$ cat config.mk
export PLATFORM = sky130hd
export DESIGN_NAME = pwrgd_pdn_ctrl
export DESIGN_NICKNAME = d
export VERILOG_FILES = /design/src/rtl/pgpd_pkg.sv /design/src/rtl/pgpd_sync.sv /design/src/rtl/pgpd_strap_latch.sv /design/src/rtl/pgpd_seq.sv /design/src/rtl/pwrgd_pdn_ctrl.sv
export SDC_FILE = /design/constraint.sdc
export NUM_CORES = 1
export LEC_CHECK = 0
export BUFFER_PORTS_ARGS = -buffer_cell sky130_fd_sc_hd__buf_2
export CAP_MARGIN = 25
export CORE_MARGIN = 2
export CORE_UTILIZATION = 45
export CTS_CLUSTER_SIZE = 25
export DETAILED_ROUTE_END_ITERATION = 7
export GPL_TIMING_DRIVEN = 0
export PLACE_DENSITY = 0.71
export SLEW_MARGIN = 0
export SYNTH_ARGS = -nofsm -noshare
export SYNTH_HDL_FRONTEND = slang
export SYNTH_SLANG_ARGS = --single-unit
$ cat constraint.sdc
create_clock -name clk -period 1.6 [get_ports clk]
set_input_delay 0.32 -clock clk [delete_from_list [all_inputs] [get_ports clk]]
set_output_delay 0.32 -clock clk [all_outputs]
set_load 0.05 [all_outputs]
$ cat src/rtl/pgpd_pkg.sv
package pgpd_pkg;

    typedef enum logic [2:0] {
        SEQ_RUN       = 3'd0,
        SEQ_PARK      = 3'd1,
        SEQ_SHUTDOWN  = 3'd2,
        SEQ_WAIT_LOCK = 3'd3,
        SEQ_ENABLE    = 3'd4
    } seq_state_e;

    typedef enum logic [1:0] {
        CPU_F100 = 2'd0,
        CPU_F133 = 2'd1,
        CPU_F166 = 2'd2,
        CPU_F200 = 2'd3
    } cpu_freq_e;

    typedef struct packed {
        logic       valid;
        logic [1:0] fs;
        logic       pcie_sel;
    } strap_regs_t;

    // Strap pattern to CPU frequency code
    function automatic cpu_freq_e decode_fs(input logic [1:0] fs);
        cpu_freq_e f;
        unique case (fs)
            2'b10:   f = CPU_F100;
            2'b00:   f = CPU_F133;
            2'b01:   f = CPU_F166;
            default: f = CPU_F200;
        endcase
        return f;
    endfunction

endpackage

$ cat src/rtl/pgpd_sync.sv
module pgpd_sync #(
    parameter int unsigned       WIDTH   = 1,
    parameter int unsigned       STAGES  = 2,
    parameter logic [WIDTH-1:0]  RST_VAL = '0
) (
    input  logic             clk,
    input  logic             rst_n,
    input  logic [WIDTH-1:0] d,
    output logic [WIDTH-1:0] q
);

    logic [STAGES-1:0][WIDTH-1:0] chain_d, chain_q;

    always_comb begin
        chain_d[0] = d;
        for (int i = 1; i < STAGES; i++) begin
            chain_d[i] = chain_q[i-1];
        end
    end

    always_ff @(posedge clk or negedge rst_n) begin
        if (!rst_n) begin
            chain_q <= {STAGES{RST_VAL}};
        end else begin
            chain_q <= chain_d;
        end
    end

    assign q = chain_q[STAGES-1];

endmodule

$ cat src/rtl/pgpd_strap_latch.sv
module pgpd_strap_latch
    import pgpd_pkg::*;
(
    input  logic        clk,
    input  logic        rst_n,
    input  logic        pin_s,
    input  logic        test_mode,
    input  logic [1:0]  fs_raw,
    input  logic        pcie_raw,
    output strap_regs_t regs
);

    localparam strap_regs_t RESET_REGS = '{valid: 1'b0, fs: 2'b10, pcie_sel: 1'b0};

    strap_regs_t regs_d, regs_q;

    always_comb begin
        regs_d = regs_q;
        // power-good is active low; capture once, or again under test mode
        if (!pin_s && (!regs_q.valid || test_mode)) begin
            regs_d.valid    = 1'b1;
            regs_d.fs       = fs_raw;
            regs_d.pcie_sel = pcie_raw;
        end
    end

    always_ff @(posedge clk or negedge rst_n) begin
        if (!rst_n) begin
            regs_q <= RESET_REGS;
        end else begin
            regs_q <= regs_d;
        end
    end

    assign regs = regs_q;

endmodule

$ cat src/rtl/pgpd_seq.sv
module pgpd_seq
    import pgpd_pkg::*;
#(
    parameter int unsigned ENA_CYCLES  = 4,
    parameter int unsigned PARK_CYCLES = 4
) (
    input  logic       clk,
    input  logic       rst_n,
    input  logic       pin_s,
    input  logic       lock_s,
    input  logic       test_mode,
    input  logic       straps_valid,
    output logic       out_en,
    output logic       src_en,
    output seq_state_e state
);

    localparam int unsigned MAX_CNT = (ENA_CYCLES > PARK_CYCLES) ? ENA_CYCLES : PARK_CYCLES;
    localparam int unsigned CNT_W   = $clog2(MAX_CNT + 1);
    localparam logic [CNT_W-1:0] ENA_LAST  = CNT_W'(ENA_CYCLES - 1);
    localparam logic [CNT_W-1:0] PARK_LAST = CNT_W'(PARK_CYCLES - 1);

    typedef struct packed {
        seq_state_e       state;
        logic [CNT_W-1:0] cnt;
        logic             pin_prev;
    } seq_regs_t;

    seq_regs_t seq_d, seq_q;
    logic      pd_hit;

    // request seen high on this edge and the one before
    assign pd_hit = straps_valid && !test_mode && pin_s && seq_q.pin_prev;

    always_comb begin
        seq_d          = seq_q;
        seq_d.pin_prev = pin_s;
        unique case (seq_q.state)
            SEQ_RUN: begin
                if (pd_hit) begin
                    seq_d.state = SEQ_PARK;
                    seq_d.cnt   = '0;
                end
            end
            SEQ_PARK: begin
                if (seq_q.cnt == PARK_LAST) begin
                    seq_d.state = SEQ_SHUTDOWN;
                    seq_d.cnt   = '0;
                end else begin
                    seq_d.cnt = seq_q.cnt + 1'b1;
                end
            end
            SEQ_SHUTDOWN: begin
                if (!pin_s) begin
                    seq_d.state = SEQ_WAIT_LOCK;
                end
            end
            SEQ_WAIT_LOCK: begin
                if (pd_hit) begin
                    seq_d.state = SEQ_PARK;
                    seq_d.cnt   = '0;
                end else if (lock_s && straps_valid) begin
                    seq_d.state = SEQ_ENABLE;
                    seq_d.cnt   = '0;
                end
            end
            SEQ_ENABLE: begin
                if (pd_hit) begin
                    seq_d.state = SEQ_PARK;
                    seq_d.cnt   = '0;
                end else if (!lock_s) begin
                    seq_d.state = SEQ_WAIT_LOCK;
                end else if (seq_q.cnt == ENA_LAST) begin
                    seq_d.state = SEQ_RUN;
                end else begin
                    seq_d.cnt = seq_q.cnt + 1'b1;
                end
            end
            default: seq_d.state = SEQ_WAIT_LOCK;
        endcase
    end

    always_ff @(posedge clk or negedge rst_n) begin
        if (!rst_n) begin
            seq_q <= '{state: SEQ_WAIT_LOCK, cnt: '0, pin_prev: 1'b1};
        end else begin
            seq_q <= seq_d;
        end
    end

    assign state  = seq_q.state;
    assign out_en = (seq_q.state == SEQ_RUN);
    assign src_en = (seq_q.state != SEQ_SHUTDOWN);

endmodule

$ cat src/rtl/pwrgd_pdn_ctrl.sv
module pwrgd_pdn_ctrl
    import pgpd_pkg::*;
#(
    parameter int unsigned SYNC_STAGES = 2,
    parameter int unsigned ENA_CYCLES  = 4,
    parameter int unsigned PARK_CYCLES = 4
) (
    input  logic       clk,
    input  logic       rst_n,
    input  logic       pwrgd_pdn_in,
    input  logic [1:0] fs_strap,
    input  logic       pcie_src_strap,
    input  logic       test_mode,
    input  logic       pll_lock,
    output logic       straps_valid,
    output logic [1:0] fs_status,
    output logic [1:0] cpu_freq_sel,
    output logic       pcie_src_sel,
    output logic       clk_out_en,
    output logic       osc_en,
    output logic       pll_en
);

    logic        pin_s;
    logic        lock_s;
    logic        src_en;
    strap_regs_t straps;
    seq_state_e  seq_state;

    // pin idles high (no power-good yet), lock idles low
    pgpd_sync #(
        .WIDTH   (2),
        .STAGES  (SYNC_STAGES),
        .RST_VAL (2'b01)
    ) u_sync (
        .clk   (clk),
        .rst_n (rst_n),
        .d     ({pll_lock, pwrgd_pdn_in}),
        .q     ({lock_s, pin_s})
    );

    pgpd_strap_latch u_straps (
        .clk       (clk),
        .rst_n     (rst_n),
        .pin_s     (pin_s),
        .test_mode (test_mode),
        .fs_raw    (fs_strap),
        .pcie_raw  (pcie_src_strap),
        .regs      (straps)
    );

    pgpd_seq #(
        .ENA_CYCLES  (ENA_CYCLES),
        .PARK_CYCLES (PARK_CYCLES)
    ) u_seq (
        .clk          (clk),
        .rst_n        (rst_n),
        .pin_s        (pin_s),
        .lock_s       (lock_s),
        .test_mode    (test_mode),
        .straps_valid (straps.valid),
        .out_en       (clk_out_en),
        .src_en       (src_en),
        .state        (seq_state)
    );

    assign straps_valid = straps.valid;
    assign fs_status    = straps.fs;
    assign cpu_freq_sel = decode_fs(straps.fs);
    assign pcie_src_sel = straps.pcie_sel;
    assign osc_en       = src_en;
    assign pll_en       = src_en;

endmodule

# [Word level (Yosys, flattened, before mapping)]
# Index checks and enable logic that the tools add are counted.
[word_totals] regBits=15 memories=0 rom_bits=0 latchBits=0 out_inout_bits=9 mem_bits_rw=0
[op_classes] bitwise_logic=0 n_mux=14 reduce_logical=14 shifts=0 n_eq_ne=15 div_mod_pow=0 n_mul=0 n_addsub=1 order_cmp=0
[op_table] op="6-bit two-way mux" n=4
[op_table] op="3-bit two-way mux" n=7
[op_table] op="3-bit case mux with 5 select lines" n=1
[op_table] op="3-bit case mux with 4 select lines" n=1
[op_table] op="5-bit AND reduction" n=2
[op_table] op="3-bit by 2-bit equality test with 1-bit output, second input constant" n=3
[op_table] op="3-bit by 2-bit != test with 1-bit output, second input constant" n=3
[op_table] op="2-bit case mux with 3 select lines" n=1
[op_table] op="1-bit logical AND" n=5
[op_table] op="2-bit by 1-bit != test with 1-bit output, second input constant" n=2
[op_table] op="4-bit by 2-bit != test with 1-bit output, second input constant" n=1
[op_table] op="4-bit nonzero test" n=1
[op_table] op="3-bit by 1-bit adder with 3-bit output, second input constant" n=1
[op_table] op="3-bit by 1-bit equality test with 1-bit output, second input constant" n=1
[op_table] op="3-bit equality test, second input constant" n=1
[op_table] op="1-bit logical NOT" n=3
[op_table] op="3-bit logical NOT" n=1
[op_table] op="3-bit by 1-bit != test with 1-bit output, second input constant" n=1
[op_table] op="2-bit by 1-bit equality test with 1-bit output, second input constant" n=1
[op_table] op="2-bit equality test, second input constant" n=1
[op_table] op="2-bit logical NOT" n=1
[op_table] op="2-bit != test, second input constant" n=1
[op_table] op="1-bit logical OR" n=1

# [Longest topological paths before layout]
# Gate-level depths: netlist of the first run.
[logic_depth] depth_word=6 depth_mapped=6

# [Hierarchy]
# Synthesis of the first run repeated with hierarchy kept, for this count alone.
[hier_totals] hier_cells=73 area_unflattened_um2=842.1
[modules_own_cells] module="pgpd_seq" cells_each=54 area_each_um2=543.0 instances=1 seq_area_each_um2=178.9
[modules_own_cells] module="pgpd_strap_latch" cells_each=10 area_each_um2=153.9 instances=1 seq_area_each_um2=101.3
[modules_own_cells] module="pgpd_sync" cells_each=4 area_each_um2=102.6 instances=1 seq_area_each_um2=102.6
[modules_own_cells] module="pwrgd_pdn_ctrl" cells_each=5 area_each_um2=42.5 instances=1 seq_area_each_um2=0.0

# [Worst setup path after synthesis of the first run]
# Ideal clock, no wire load.
[synth_timing] kind="reg2out" start="reg u_seq.seq_q (netlist bit u_seq.state[1])" end="out clk_out_en" t_required_ns=1.280 stages_incl_launch_ff=3 arrival_ns=1.605 n_path_buf=1 path_slack_ns=-0.325 path_cell_list="dfstp_2 buf_2 nor3_1"
[synth_via] elab_chain_cells=1
[synth_rtl] element="from (decl)" line_no="pgpd_seq.sv:29" text="seq_regs_t seq_d, seq_q;"
[synth_rtl] element="from (signal assigned)" line_no="pgpd_seq.sv:85" text="seq_q <= '{state: SEQ_WAIT_LOCK, cnt: '0, pin_prev: 1'b1};"
[synth_rtl] element="from (signal assigned)" line_no="pgpd_seq.sv:87" text="seq_q <= seq_d;"
[synth_rtl] element="3-bit logical NOT" line_no="pgpd_seq.sv:92" text="assign out_en = (seq_q.state == SEQ_RUN);"
[synth_rtl] element="to (decl)" line_no="pwrgd_pdn_ctrl.sv:19" text="output logic clk_out_en,"
# No other way between the ends.

# [Final worst setup path of the first run]
[layout_timing] start="reg u_seq.seq_q[2] (netlist bit)" end="reg u_seq.seq_q[1] (netlist bit)"
[layout_via] elab_chain_cells=3
[layout_rtl] element="3-bit by 2-bit equality test with 1-bit output *" line_no="pgpd_seq.sv:46, pgpd_seq.sv:73"
[layout_rtl] element="3-bit by 2-bit != test with 1-bit output (no source line) or 3-bit two-way mux (tied branches)"
[layout_rtl] element="5-bit AND reduction (no source line) or 3-bit case mux with 4 select lines (tied branches)"
# Mark *: on every way between the ends. The rest lies on a longest branch, timed or not.
# A chain may end at the register's enable or synchronous reset.

==> flow_summary.toml, run 1 <==
[run_status]
run_status = "complete, but fails checks"
violations = "setup timing"

[timing]
worst_slew_pin_slew_ns = 0.341
clock.fmax_mhz = 585
setup_violations = 4
post-route-period-util_pct = 107
skew_ns = 0.00303
relSlewSlack_pct = 77.3
maxSlewViolCount = 0
setup_ws_ns = -0.109
rsz0062_at_grt = "yes"
period_needed_ns = 1.71
finalHoldViolations = 0

[floorplanning]
core_area_sq_um = 1670
rows = 15
die_h_um = 45.6
initial_core_util_pct = 46.6
dieWidth_um = 45.6
die_area_sq_um = 2080
ios = 17

[synthesis]
synth.distinct_cells = 30
async_reset_ff_share_pct = 100
synthAdderAreaFrac_pct = 8.04
synthMuxAreaShare_pct = 7.23
ys_seq_area_share_pct = 49.2
synth_edf_count = 0
yosys_warnings = 0
synthFlopType = "dfrtp_1"
synth_top_family_by_area = "simple AND/OR/NAND/NOR gates"
synth_nets = 83
synth_xor_area_share_pct = 0
synth_compound_area_share_pct = 14.5
avgSynthCellArea_sq_um = 11.1
synthCells = 70
mappedNetlistArea_sq_um = 778
ys_ff_latch = 15
synthSimpleGateAreaFrac_pct = 15.0

[layout]
diodes = 0
multi_input_area_sq_um = 423
ff_latch_area_sq_um = 385
area_growth_pct = 46.5
drive_gt1_share_pct = 60.6
fillers = 116
post-route-cell-area_sq_um = 1140
post-route-util_pct = 68.2
nets = 118

[route]
firstDrtPassIters = 4
wl_um = 1580
wire_per_inst_um = 13.1
viasPerCell = 5.22
drc_errors = 0
antenna_left = 0
drt_iter0_drc = 7
vias = 632

[clocking]
clk_latency_ns = 0.28
h-tree-depth = 1
clkTransAtPathRegs_ns = 0.09
clockBufferDepth = 2
root_buffer = "clkbuf_4"
cts_tree = "yes"
cts.sinks = 15
cts_made_buffers = 3

[min_path]
min-delay-start = "pwrgd_pdn_in"
hold_path_class = "in -> reg"
whs_path_depth = 1
holdPathEnd = "u_sync.chain_d[2]$_DFF_PN1_"

[global_routing]
grt_max_degree = 16
grt_pass1_wl_um = 2530
grt_pass1_vias = 623
antenna_found_initial = 0
grt_overflow = 0
grtUsageTotal_pct = 17.7

[placement]
detailed_place.area_sq_um = 898
dp_hpwl_um = 973
io_buffers = 16
gp_congestion = 0.768

[setup_path]
reg2reg_from = "u_seq.seq_q[2]$_DFFE_PN0P_"
worstPathRequired_ns = 1.77
reg2reg_depth = 6
crit_path_start_kind = "flip-flop"
regToRegSetupSlack_ns = -0.11
r2r-end = "u_seq.seq_q[1]$_DFFE_PN0P_"
end_kind = "flip-flop"
worstPathArrival_ns = 1.88
setup.worst_path.class = "reg -> reg"
crit_path_max_fanout = 3

[pwr]
peakVddDrop_mv = 0.750
power_density_nw_per_um2 = 1610
leakagePower_nw = 0.520

[flow_run]
drv_cap = 0
-- Yosys cell counts, types with 2 or more instances --
cell / number / share of area [%]
inv_1: 6 / 2.9
ha_1: 5 / 8.0
nand3b_1: 2 / 1.9
mux2_1: 3 / 4.3
dfrtp_1: 9 / 29
nand2_1: 5 / 2.4
buf_2: 2 / 1.3
nor3_1: 2 / 1.3
mux2_2: 2 / 2.9
buf_4: 2 / 1.9
nor2_1: 2 / 0.96
a21oi_1: 7 / 4.5
dfstp_2: 6 / 20
-- cells in the final DEF, fill, tap and decap left out, drive strengths merged --
| cell | Yosys | routed |
|---|---|---|
| ha | 5 | 5 |
| nor3 | 2 | 2 |
| and3b | 1 | 1 |
| dlygate4sd3 | 0 | 1 |
| o21ai | 1 | 1 |
| nand2 | 5 | 5 |
| nand3 | 1 | 1 |
| dfstp | 6 | 6 |
| nand2b | 1 | 1 |
| dfrtp | 9 | 9 |
| nor2b | 1 | 1 |
| mux2 | 5 | 5 |
| inv | 6 | 6 |
| o31a | 1 | 1 |
| nor3b | 1 | 1 |
| o21a | 1 | 1 |
| a311oi | 1 | 1 |
| nor2 | 2 | 2 |
| nand3b | 2 | 2 |
| and2b | 1 | 1 |
| nand4b | 1 | 1 |
| o2111ai | 1 | 1 |
| or2 | 1 | 1 |
| clkinv | 0 | 1 |
| buf | 4 | 33 |
| clkbuf | 0 | 3 |
| a211oi | 1 | 1 |
| a21oi | 8 | 8 |
| a22oi | 1 | 1 |
| a221o | 1 | 1 |
-- logic make-up after synthesis --
logic type	after synthesis
DFF	15
muxes	5
and+or+nand+nor	19
buffers and inverters	10
AOI/OAI and AO/OA	16
adders and majority gates	5
-- layer usage --
layer / track usage (%) / wire length, um / vias to the layer above
met3: 6.75 / 53 / 6
met2: 27.3 / 774 / 14
li1: - / - / 318
met5: 0 / 0 / -
met1: 20.5 / 716 / 294
met4: 11.2 / 36 / 0
-- critical path, cell delays in order, from the launching register on --
cell	delay, ns
dfrtp_1	0.42
ha_4	0.18
ha_4	0.15
nand3b_1	0.20
a211oi_2	0.24
a21oi_2	0.10
mux2_4	0.31
-- registers in the layout, summed over array words and instances (netlist names) --
| register | flops |
|---|---|
| u_sync.chain_d | 2 |
| u_straps.regs | 4 |
| u_seq.seq_q | 4 |
| u_sync.q | 2 |
| u_seq.state | 3 |
-- how the worst max path moves through the flow --
stage | cells past startpoint | startpoint | slack (ns) | endpoint
finish | 6 | u_seq.seq_q[2]$_DFFE_PN0P_ | -0.11 | u_seq.seq_q[1]$_DFFE_PN0P_
detailed placement | 6 | u_seq.seq_q[1]$_DFFE_PN0P_ | -0.09 | u_seq.seq_q[1]$_DFFE_PN0P_
global placement | 6 | u_seq.seq_q[1]$_DFFE_PN0P_ | -0.07 | u_seq.seq_q[1]$_DFFE_PN0P_
CTS | 4 | u_straps.regs[2]$_DFFE_PN1P_ | -0.11 | cpu_freq_sel[1]
global route | 6 | u_seq.seq_q[1]$_DFFE_PN0P_ | -0.17 | u_seq.seq_q[1]$_DFFE_PN0P_
floorplan | 5 | u_straps.regs[3]$_DFFE_PN0P_ | 0.005 | u_seq.seq_q[1]$_DFFE_PN0P_
-- timing repair --
item                                    CTS  global route
setup buffers                             5            10
pin swaps                                 3             3
hold endpoints to repair                  9             0
endpoints found under the setup margin    8             9
gates resized for setup                  17             9
hold buffers                              1             0
-- area by class of cell --
cell class,count,area share (%)
Buffer,2,1.65
Timing Repair Buffer,32,21.2
Clock inverter,1,0.439
Multi-Input combinational cell,45,37.1
Clock buffer,3,1.98
Inverter,6,1.98
Sequential cell,15,33.8
Tap cell,17,1.87
-- where the power goes --
part           leakage, nW  switching, mW  total [mW]  internal [mW]
sequential           0.170         0.0830       0.561          0.478
combinational        0.332          0.511        1.06          0.544
clock               0.0177          0.122       0.215         0.0928
-- metrics by stage --
| stage | setup WS, ns | cells | power, mW | TNS (ns) | hold WS [ns] |
|---|---|---|---|---|---|
| 4_1_cts | -0.114 | 112 | 1.60 | -0.453 | 0.119 |
| 6_report | -0.109 | 121 | 1.83 | -0.429 | 0.132 |
| 5_1_grt | -0.169 | 121 | 1.96 | -0.696 | 0.103 |
| 2_1_floorplan | 0.00546 | 70 | 1.09 | 0 | 0.0244 |
| 3_5_place_dp | -0.0908 | 103 | 1.22 | -0.254 | 0.240 |
| 3_3_place_gp | -0.0741 | 103 | 1.21 | -0.216 | 0.238 |
Power figures use the tool's default switching activity.
==> run 2: changes to the inputs <==
- PLACE_DENSITY: 0.71 -> 0.7
- SYNTH_HIERARCHICAL: unset -> 1
==> run 2 against run 1 <==
  * The run still ends with setup timing left
  * Highest routed layer unchanged
  * Utilization fell by 4.6 points
  * Flip-flop and latch count unchanged
  * First-iteration DRC count did not move
  * Setup slack lost 0.097 ns
  * Die area is 4.8% higher
  * Synthesized cell count did not move
  * Clock skew rose by 0.0015 ns
  * Largest cell class unchanged
  * Routed wire length shrank 3.1%
  * Final cell count is 0.83% lower
  * Clock power decreased by 2%
  * Area after synthesis is 5.3% higher
==> flow_summary.toml, run 2 <==
[floorplanning]
die_h_um = 46.7
die_area_sq_um = 2180
core_area_sq_um = 1730
initial_core_util_pct = 47.5
dieWidth_um = 46.7
rows = 15
ios = 17

[route]
wire_per_inst_um = 12.8
firstDrtPassIters = 4
drt_iter0_drc = 7
antenna_left = 0
wl_um = 1530
vias = 621
viasPerCell = 5.18
drc_errors = 0

[pwr]
leakagePower_nw = 0.476
switching_share_pct = 42.8
power_density_nw_per_um2 = 1660
p_seq_share_pct = 30.6
power_frac_comb_pct = 57.9
internal_power_mw = 1.04
clkPwrFrac_pct = 11.6
total_power_mw = 1.83
peakVddDrop_mv = 0.779
p_sw_mw = 0.782

[setup_path]
cp_slowest_cell = "dfstp_2"
worstPathRequired_ns = 1.28
cp_cell_sequence = "clkinv_4 > or3_4 > buf_8 > buf_8"
crit_path_start_kind = "flip-flop"
crit_path_max_fanout = 2
worstPathArrival_ns = 1.49
crit_path_frequent_cell = "buf_8"
regToRegSetupSlack_ns = 0.05
end_kind = "primary output"
setup.worst_path.class = "reg -> out"
max_stage_delay_ns = 0.57

[global_routing]
grt_max_degree = 16
grt_use_met2_pct = 26.4
busiest_layer = "met2"
grt_pass1_wl_um = 2490
grtUsageTotal_pct = 17.0
antenna_found_initial = 0
grtUsageMet1_pct = 22.3
grt_pass1_vias = 587
grt_overflow = 0
use_met3_pct = 3.53

[clocking]
clkTransAtPathRegs_ns = 0.09
cts_made_buffers = 3
clockBufferDepth = 2
cts.sinks = 15
clk_latency_ns = 0.28
cts_tree = "yes"
root_buffer = "clkbuf_4"
h-tree-depth = 1

[layout]
nets = 110
fillers = 147
drive_gt1_share_pct = 53.7
layout_commonest_cell = "buf_2"
final_cell_mix = "12 x buf_2, 9 x dfrtp_1, 6 x dfstp_2, 5 x a21oi_1"
diodes = 0
area_growth_pct = 34.0

[flow_run]
drv_cap = 0

[placement]
gp_congestion = 0.794
io_buffers = 16
dp_hpwl_um = 1080

[timing]
post-route-period-util_pct = 113
period_needed_ns = 1.81
relSlewSlack_pct = 77.9
finalHoldViolations = 0
rsz0062_at_grt = "yes"
worst_slew_pin_slew_ns = 0.330
clock.fmax_mhz = 554
maxSlewViolCount = 0
hold_slack_ns = 0.131
skew_ns = 0.00457
setup_violations = 3
setup_ws_ns = -0.206

[synthesis]
avgSynthCellArea_sq_um = 11.7
synthCells = 70
yosys_warnings = 6
mappedNetlistArea_sq_um = 820
synth_nets = 84

[run_status]
run_status = "complete, but fails checks"
violations = "setup timing"

[min_path]
hold_path_class = "in -> reg"
## run 2: per-layer routing
layer  share of wire, %  up-vias
met5                  0        -
met4                1.1        0
met3                3.3        2
met2                 49       17
met1                 47      300
li1                   -      302
## run 2: final cells by class
type	count	area, sq um	area share [%]
multi-input cells	47	450	41.0
flip-flops and latches	15	383	34.9
repair buffers	21	153	13.9
well taps	25	31.3	2.85
inverters	6	27.5	2.51
plain buffers	2	26.3	2.39
clock buffers	3	22.5	2.05
clock inverters	1	5.00	0.456
## run 2: worst paths after layout
kind | startpoint | to | cells past startpoint
max | u_seq/state[1]$_DFFE_PN1P_ | pll_en | 4
min | pwrgd_pdn_in | u_sync/chain_d[2]$_DFF_PN1_ | 1
max reg2reg | u_seq/seq_q[2]$_DFFE_PN0P_ | u_seq/seq_q[2]$_DFFE_PN0P_ | 5
min reg2reg | u_sync/chain_d[3]$_DFF_PN0_ | u_sync/q[1]$_DFF_PN0_ | 0
max in group asynchronous | rst_n | u_seq/seq_q[0]$_DFF_PN1_ | 2
min in group asynchronous | rst_n | u_sync/q[1]$_DFF_PN0_ | 2
## run 2: critical path, delay by kind of cell (launching register included)
family / cells / cell delay [ns]
DFF: 1 / 0.57
and+or+nand+nor: 1 / 0.33
buffers and inverters: 3 / 0.32
## run 2: power by group through the flow
stage | clock network [mW] | logic, mW | registers (mW)
after global placement | 0 | 0.833 | 0.570
final | 0.211 | 1.06 | 0.558
after CTS | 0.221 | 1.01 | 0.549
after detailed placement | 0 | 0.848 | 0.576
after global routing | 0.239 | 1.12 | 0.568
after floorplan | 0 | 0.675 | 0.594
## run 2: repair_timing
| item | 4_1_cts | 5_1_grt |
|---|---|---|
| buffers inserted | 3 | 1 |
| gates resized for setup | 14 | 4 |
| hold endpoints to repair | 9 | 0 |
| setup endpoints to repair | 8 | 7 |
| hold buffers | 1 | 0 |
| pin swaps | 1 | 3 |
## run 2: through the flow
stage | setup TNS, ns | cell area, sq um | cells | setup slack, ns | utilization, %
finish | -0.461 | 1100 | 120 | -0.206 | 63.6
global route | -0.647 | 1100 | 120 | -0.251 | 63.6
CTS | -0.504 | 1060 | 119 | -0.222 | 61.6
detailed placement | -0.177 | 957 | 111 | -0.0917 | 55.4
global placement | -0.142 | 957 | 111 | -0.0767 | 55.4
floorplan | -0.00454 | 846 | 70 | -0.00454 | -
